**config.mk**
```make
export PLATFORM = sky130hd
export DESIGN_NAME = ical_scheduler
export DESIGN_NICKNAME = d
export VERILOG_FILES = /design/src/rtl/ical_pkg.sv /design/src/rtl/ical_ctrl.sv /design/src/rtl/ical_window.sv /design/src/rtl/ical_scheduler.sv
export SDC_FILE = /design/constraint.sdc
export NUM_CORES = 1
export LEC_CHECK = 0
export ABC_CLOCK_PERIOD_IN_PS = 3000
export BUFFER_PORTS_ARGS = -buffer_cell sky130_fd_sc_hd__clkbuf_2
export CAP_MARGIN = 20
export CORE_MARGIN = 3
export CORE_UTILIZATION = 35
export CTS_CLUSTER_DIAMETER = 200
export DETAILED_ROUTE_END_ITERATION = 7
export PLACE_DENSITY = 0.5
export SLEW_MARGIN = 25
export SYNTH_ARGS = -nofsm -noshare
export SYNTH_HDL_FRONTEND = slang
export SYNTH_SLANG_ARGS = --single-unit
```
**constraint.sdc**
```tcl
create_clock -name clk -period 3 [get_ports clk]
set_input_delay 0 -clock clk [delete_from_list [all_inputs] [get_ports clk]]
set_output_delay 0 -clock clk [all_outputs]
set_load 0.02 [all_outputs]
```
**src/rtl/ical_pkg.sv**
```systemverilog
package ical_pkg;
  localparam int unsigned INT_W = 4;
  localparam int unsigned LEN_W = 6;

  typedef struct packed {
    logic startWin;
    logic tickTaken;
  } icalStrobe_t;
endpackage

```
**src/rtl/ical_ctrl.sv**
```systemverilog
module ical_ctrl
  import ical_pkg::*;
#(
  parameter int unsigned IW = INT_W
) (
  input  logic          clk,
  input  logic          rst_n,
  input  logic          refreshTick,
  input  logic          cfgEnable,
  input  logic [IW-1:0] cfgInterval,
  input  logic          winBusy,
  output icalStrobe_t   strb
);
  logic [IW-1:0] tickCnt;
  logic          gapReached;

  assign gapReached     = (tickCnt >= cfgInterval);
  assign strb.tickTaken = cfgEnable && refreshTick && !winBusy;
  assign strb.startWin  = strb.tickTaken && gapReached;

  always_ff @(posedge clk or negedge rst_n) begin
    if (!rst_n) begin
      tickCnt <= '0;
    end else if (!cfgEnable) begin
      tickCnt <= '0;
    end else if (strb.tickTaken) begin
      if (gapReached) tickCnt <= '0;
      else            tickCnt <= tickCnt + 1'b1;
    end
  end

  // the count restarts from zero after every window start
  p_reload_on_start_r2: assert property (@(posedge clk) disable iff (!rst_n)
    strb.startWin |=> (tickCnt == '0));

  // a tick that arrives during a window leaves the count unchanged
  p_busy_tick_ignored_r8: assert property (@(posedge clk) disable iff (!rst_n)
    (winBusy && cfgEnable) |=> $stable(tickCnt));

  // while disabled the count sits at zero
  p_disabled_clear_r6: assert property (@(posedge clk) disable iff (!rst_n)
    !cfgEnable |=> (tickCnt == '0));
endmodule

```
**src/rtl/ical_window.sv**
```systemverilog
module ical_window
  import ical_pkg::*;
#(
  parameter int unsigned LW = LEN_W
) (
  input  logic          clk,
  input  logic          rst_n,
  input  icalStrobe_t   strb,
  input  logic [LW-1:0] cfgLength,
  input  logic [LW-1:0] cfgCmdDelay,
  output logic          winBusy,
  output logic          cmdCalPulse,
  output logic          dataCalPulse
);
  logic          active;
  logic [LW-1:0] posCnt;
  logic [LW-1:0] lenQ;
  logic [LW-1:0] dlyQ;
  logic          lastBeat;

  assign lastBeat     = (posCnt == (lenQ - LW'(1)));
  assign winBusy      = active;
  assign dataCalPulse = active && lastBeat;
  assign cmdCalPulse  = active && (posCnt == dlyQ);

  always_ff @(posedge clk or negedge rst_n) begin
    if (!rst_n) begin
      active <= 1'b0;
      posCnt <= '0;
      lenQ   <= '0;
      dlyQ   <= '0;
    end else if (strb.startWin) begin
      active <= (cfgLength != '0);
      posCnt <= '0;
      lenQ   <= cfgLength;
      dlyQ   <= cfgCmdDelay;
    end else if (active) begin
      if (lastBeat) active <= 1'b0;
      else          posCnt <= posCnt + 1'b1;
    end
  end

  // length of each blocking run, measured independently
  logic [LW:0] runLen;
  always_ff @(posedge clk or negedge rst_n) begin
    if (!rst_n)      runLen <= '0;
    else if (active) runLen <= runLen + 1'b1;
    else             runLen <= '0;
  end

  p_run_length_r3: assert property (@(posedge clk) disable iff (!rst_n)
    $fell(active) |-> (runLen == {1'b0, lenQ}));

  // the command strobe never lasts two cycles
  p_cmd_single_r4: assert property (@(posedge clk) disable iff (!rst_n)
    cmdCalPulse |=> !cmdCalPulse);

  // captured parameters hold steady while a window runs
  p_cfg_held_r7: assert property (@(posedge clk) disable iff (!rst_n)
    (active && !strb.startWin) |=> ($stable(lenQ) && $stable(dlyQ)));
endmodule

```
**src/rtl/ical_scheduler.sv**
```systemverilog
module ical_scheduler
  import ical_pkg::*;
#(
  parameter int unsigned IW = INT_W,
  parameter int unsigned LW = LEN_W
) (
  input  logic          clk,
  input  logic          rst_n,
  input  logic          refreshTick,
  input  logic          cfgEnable,
  input  logic [IW-1:0] cfgInterval,
  input  logic [LW-1:0] cfgLength,
  input  logic [LW-1:0] cfgCmdDelay,
  output logic          cmdBlock,
  output logic          cmdCalPulse,
  output logic          dataCalPulse
);
  icalStrobe_t strb;
  logic        winBusy;

  ical_ctrl #(.IW(IW)) ctrl_i (
    .clk         (clk),
    .rst_n       (rst_n),
    .refreshTick (refreshTick),
    .cfgEnable   (cfgEnable),
    .cfgInterval (cfgInterval),
    .winBusy     (winBusy),
    .strb        (strb)
  );

  ical_window #(.LW(LW)) win_i (
    .clk          (clk),
    .rst_n        (rst_n),
    .strb         (strb),
    .cfgLength    (cfgLength),
    .cfgCmdDelay  (cfgCmdDelay),
    .winBusy      (winBusy),
    .cmdCalPulse  (cmdCalPulse),
    .dataCalPulse (dataCalPulse)
  );

  assign cmdBlock = winBusy;

  // a window only opens on a tick seen while enabled
  p_open_needs_enable_r6: assert property (@(posedge clk) disable iff (!rst_n)
    $rose(cmdBlock) |-> $past(cfgEnable && refreshTick));

  // the command strobe stays inside the blocking window
  p_cmd_inside_r4: assert property (@(posedge clk) disable iff (!rst_n)
    cmdCalPulse |-> cmdBlock);

  // the data strobe marks the final blocked cycle
  p_data_last_r5: assert property (@(posedge clk) disable iff (!rst_n)
    dataCalPulse |=> !cmdBlock);

  p_fall_after_data_r5: assert property (@(posedge clk) disable iff (!rst_n)
    $fell(cmdBlock) |-> $past(dataCalPulse));
endmodule

```
# After elaboration in Yosys (flattened, before gate mapping)
# Index checks and enable logic that the tools add are counted.
[word_totals]
ff_bits = 23
inputBits = 20
elab_cells = 31
[classes]
n_addsub = 3
order_cmp = 1
n_eq_ne = 4
n_mux = 9
n_reduce_logical = 9
[op_table]
columns = ["operator", "n"]
rows = [
  ["two-way mux 6 bit", 3],
  ["equality test 6 bit", 2],
  ["two-way mux 4 bit", 3],
  ["adder 6 x 1 -> 6 bit (second input constant)", 1],
  ["nonzero test 6 bit", 1],
  ["subtractor 6 x 1 -> 6 bit (second input constant)", 1],
  ["logical AND 1 bit", 5],
  ["adder 4 x 1 -> 4 bit (second input constant)", 1],
  [">= comparator 4 bit", 1],
  ["two-way mux 1 bit", 3],
  ["!= test 2 x 1 -> 1 bit (second input constant)", 1],
  ["!= test 2 bit (second input constant)", 1],
  ["AND reduction 2 bit", 1],
  ["nonzero test 2 bit", 1],
  ["logical NOT 1 bit", 1],
]

# Logic depth before layout (Yosys ltp)
[logic_depth]
depth_word = 5
mapped_depth = 9

# By module
# A second synthesis with hierarchy kept.
[hier_totals]
cells_unflattened = 135
hier_area_um2 = 1390.1
[by_module_without_submodules]
columns = ["module", "instances", "cells_each", "area_per_inst_um2", "seq_area_each_um2"]
rows = [
  ["ical_window", 1, 99, 1053.5, 475.5],
  ["ical_ctrl", 1, 36, 336.6, 100.1],
]

# Least setup slack after synthesis
# Ideal clock, no wire load.
[synth_path]
kind = "flip-flop to flip-flop"
from = "register ctrl_i.tickCnt[0]"
to = "register win_i.dlyQ[4]"
setup_time_ns = 0.125
t_arrival_ns = 1.887
required_time_ns = 2.875
path_slack_ns = 0.988
stages_incl_launch_ff = 9
path_buffers = 1
cell_sequence = "dfrtp_1 inv_1 ha_1 nand2b_1 a21o_1 a211oi_2 nor3_2 buf_6 mux2_2"
[synth_via]
elab_chain_cells = 2
[synth_lines]
columns = ["element", "line_no", "source"]
rows = [
  ["start, declared", "ical_ctrl.sv:14", "logic [IW-1:0] tickCnt;"],
  ["start signal, assigned", "ical_ctrl.sv:28", "else tickCnt <= tickCnt + 1'b1;"],
  [">= comparator 4 bit", "ical_ctrl.sv:17", "assign gapReached = (tickCnt >= cfgInterval);"],
  ["logical AND 1 bit", "ical_ctrl.sv:19", "assign strb.startWin = strb.tickTaken && gapReached;"],
  ["end signal, assigned", "ical_window.sv:36", "dlyQ <= cfgCmdDelay;"],
  ["end, declared", "ical_window.sv:18", "logic [LW-1:0] dlyQ;"],
]
# No other way between the ends.
# A chain may end at the register's enable or synchronous reset.

# Worst setup path in the final report
[layout_path]
from = "register ctrl_i.tickCnt[0]"
to = "register win_i.dlyQ[2]"
# The elaborated chain is that of the path after synthesis.

==> reports/results.ini <==
[global_route]
antenna_found_initial=0
grt_max_degree=24
grt_pass1_vias=1013
grt_util_all_layers_pct=13.0
grt_pass1_wl_mm=4.58
gr-total-overflow=0

[sta]
hold_slack_ns=0.170
skew_ns=0.00344
fmax_mhz=463
slew_headroom_pct=52.4
setup-violations-final=0
period_share_pct=72.0
fin_tns_setup_ns=0
worst_pin_slew_ns=0.712
rsz0062_at_grt=false
hold_viol=0
period_minus_slack_ns=2.16
finalMaxSlewViolations=0

[power_and_ir_drop]
p_per_area_nw_per_um2=853
p_leak_nw=0.819
ir_worst_vdd_mv=0.455

[routing]
first_pass_iters=4
wirelength_mm=2.68
ant_nets=0
viasPerCell=4.80
vias=1009
drt_iter0_markers=44
drc=0
wl_per_cell_microns=12.8

[synthesis]
synth-adder-area-share_pct=6.43
synth_top_family_by_area=simple AND/OR/NAND/NOR gates
synthTopCellsByArea=dfrtp_1, mux2_2, ha_1, xnor2_1, xor2_1
synth_warnings=0
async_flop_share_pct=100
syn_inst=126
synth_xor_area_share_pct=9.64
ys_ff_latch=23
synth_edf_count=0
synthSimpleGateAreaFrac_pct=16.4
synthFlopType=dfrtp_1
synthesis.nets=153
synthMuxAreaShare_pct=11.2
yosysUniqueCellTypes=32
ys_seq_area_share_pct=42.2
synth_compound_area_share_pct=9.64
netlist.area_leader.share_pct=42.2
syn_avg_cell_area_sq_um=10.8
netlist_area_sq_um=1360
yosys.area.top_type=dfrtp_1

[clocking]
root_buffer=clkbuf_8
cts_resized=0
cts_buffer_depth=2
cts_tree=built
clk_pin_slew_ns=0.08
hold_buffers=13
numClockSinks=23
cts_setup_buffers=0
cts_made_buffers=3
cts_max_level=1
clk_latency_ns=0.26

[setup_path]
path_class=flip-flop to flip-flop
critical_path.startpoint_type=flip-flop
r2r-start=ctrl_i.tickCnt[0]$_DFFE_PN0P_
required_ns=3.15
cp-end-kind=flip-flop
rr_worst_depth=7
crit_fanout=17
cp.arrival_ns=2.31
crit_start=ctrl_i.tickCnt[0]$_DFFE_PN0P_

[outcome]
status=finished clean

[floorplanning]
chipHeight_microns=68.4
core-area_sq_um=3720
die_x_microns=68.4
start_util_pct=36.7
num_io_pins=23
rows=22
die-area_sq_um=4680

[place]
portBuffers=22
dp_hpwl_mm=2.04
place.gp.congestion=0.825

[finish]
layout_common_cells=dfrtp_1, clkbuf_2, dlygate4sd3_1, nand2_1, mux2_2
antenna-diode-count=0
area_growth_pct=23.7
final_layout_size_suffix_gt1_share_pct=27.2
layout.nets=190
final_common_cell=dfrtp_1

[min_path]
hp-start=cfgEnable
hp-class=primary input to flip-flop
hold_depth=4

[run]
maxCapViolations=0

[worst max-delay path, cell delays in order, from the launching register on]
cell,delay (ns)
dfrtp_1,0.41
inv_1,0.06
ha_1,0.26
nand2b_1,0.09
a21o_1,0.12
a211oi_2,0.09
nor3_4,0.61
mux2_2,0.41
[sequential cells by signal (all words and copies together) (netlist names)]
register,cells
win_i.winBusy,1
ctrl_i.tickCnt,4
win_i.posCnt,6
win_i.lenQ,6
win_i.dlyQ,6
[path summary, 6_finish.rpt]
check                                                endpoint  slack (ns)
worst max-delay path                win_i.dlyQ[2]$_DFFE_PN0N_        0.84
worst min-delay path            ctrl_i.tickCnt[3]$_DFFE_PN0P_        0.17
worst max register to register      win_i.dlyQ[2]$_DFFE_PN0N_        0.84
worst min register to register      win_i.dlyQ[1]$_DFFE_PN0N_        0.54
max in group asynchronous       ctrl_i.tickCnt[3]$_DFFE_PN0P_        2.33
min in group asynchronous       ctrl_i.tickCnt[2]$_DFFE_PN0P_        0.27
[per-stage QoR]
step | area [sq um] | instances | power [mW] | util [%] | worst slack (ns)
2_1_floorplan | 1360 | 126 | 1.11 | - | 0.988
3_3_place_gp | 1500 | 193 | 1.22 | 40.4 | 0.593
3_5_place_dp | 1510 | 193 | 1.24 | 40.6 | 0.827
4_1_cts | 1690 | 210 | 1.45 | 45.4 | 0.812
5_1_grt | 1690 | 210 | 1.56 | 45.4 | 0.666
6_report | 1690 | 210 | 1.44 | 45.4 | 0.839
[metal layers]
layer / up-vias / global-route usage [%] / wire length, microns
met5: - / 0 / 0
met4: 0 / 3.72 / 16
met3: 2 / 2.46 / 104
met2: 17 / 20.1 / 1240
met1: 480 / 18.3 / 1320
li1: 510 / - / -
[Yosys cell counts (2+ instances only)]
cell type,n
a21o_1,2
a21oi_1,3
and3_2,2
dfrtp_1,23
ha_1,7
inv_1,8
mux2_2,10
mux2i_1,4
nand2_1,11
nand2b_1,3
nand3_1,3
nand4_1,4
nor2_1,5
nor2b_1,2
nor3_1,3
o21ai_0,5
o21bai_1,3
xnor2_1,8
xor2_1,7
[where the power goes]
group	switching, mW	total, mW	internal (mW)	leakage (nW)
registers	0.171	0.612	0.441	0.287
logic	0.305	0.631	0.326	0.506
clock network	0.102	0.194	0.0927	0.0255
total	0.578	1.44	0.860	0.819
[area by class of cell]
| class | count | area [sq um] |
|---|---|---|
| clock inverter | 1 | 5.00 |
| timing repair buffer | 35 | 240 |
| sequential | 23 | 576 |
| multi-input combinational | 92 | 733 |
| tap | 48 | 60.1 |
| clock buffer | 3 | 41.3 |
| fill | 374 | 2030 |
| inverter | 8 | 30.0 |
[logic make-up after synthesis]
| group | count (synthesis) |
|---|---|
| adder cells (fa/ha/maj) | 7 |
| multiplexers | 14 |
| XOR/XNOR | 15 |
| AO/OA/AOI/OAI | 17 |
| flip-flops | 23 |
| AND/OR/NAND/NOR | 39 |
| buffers and inverters | 11 |
Power figures use the tool's default switching activity.
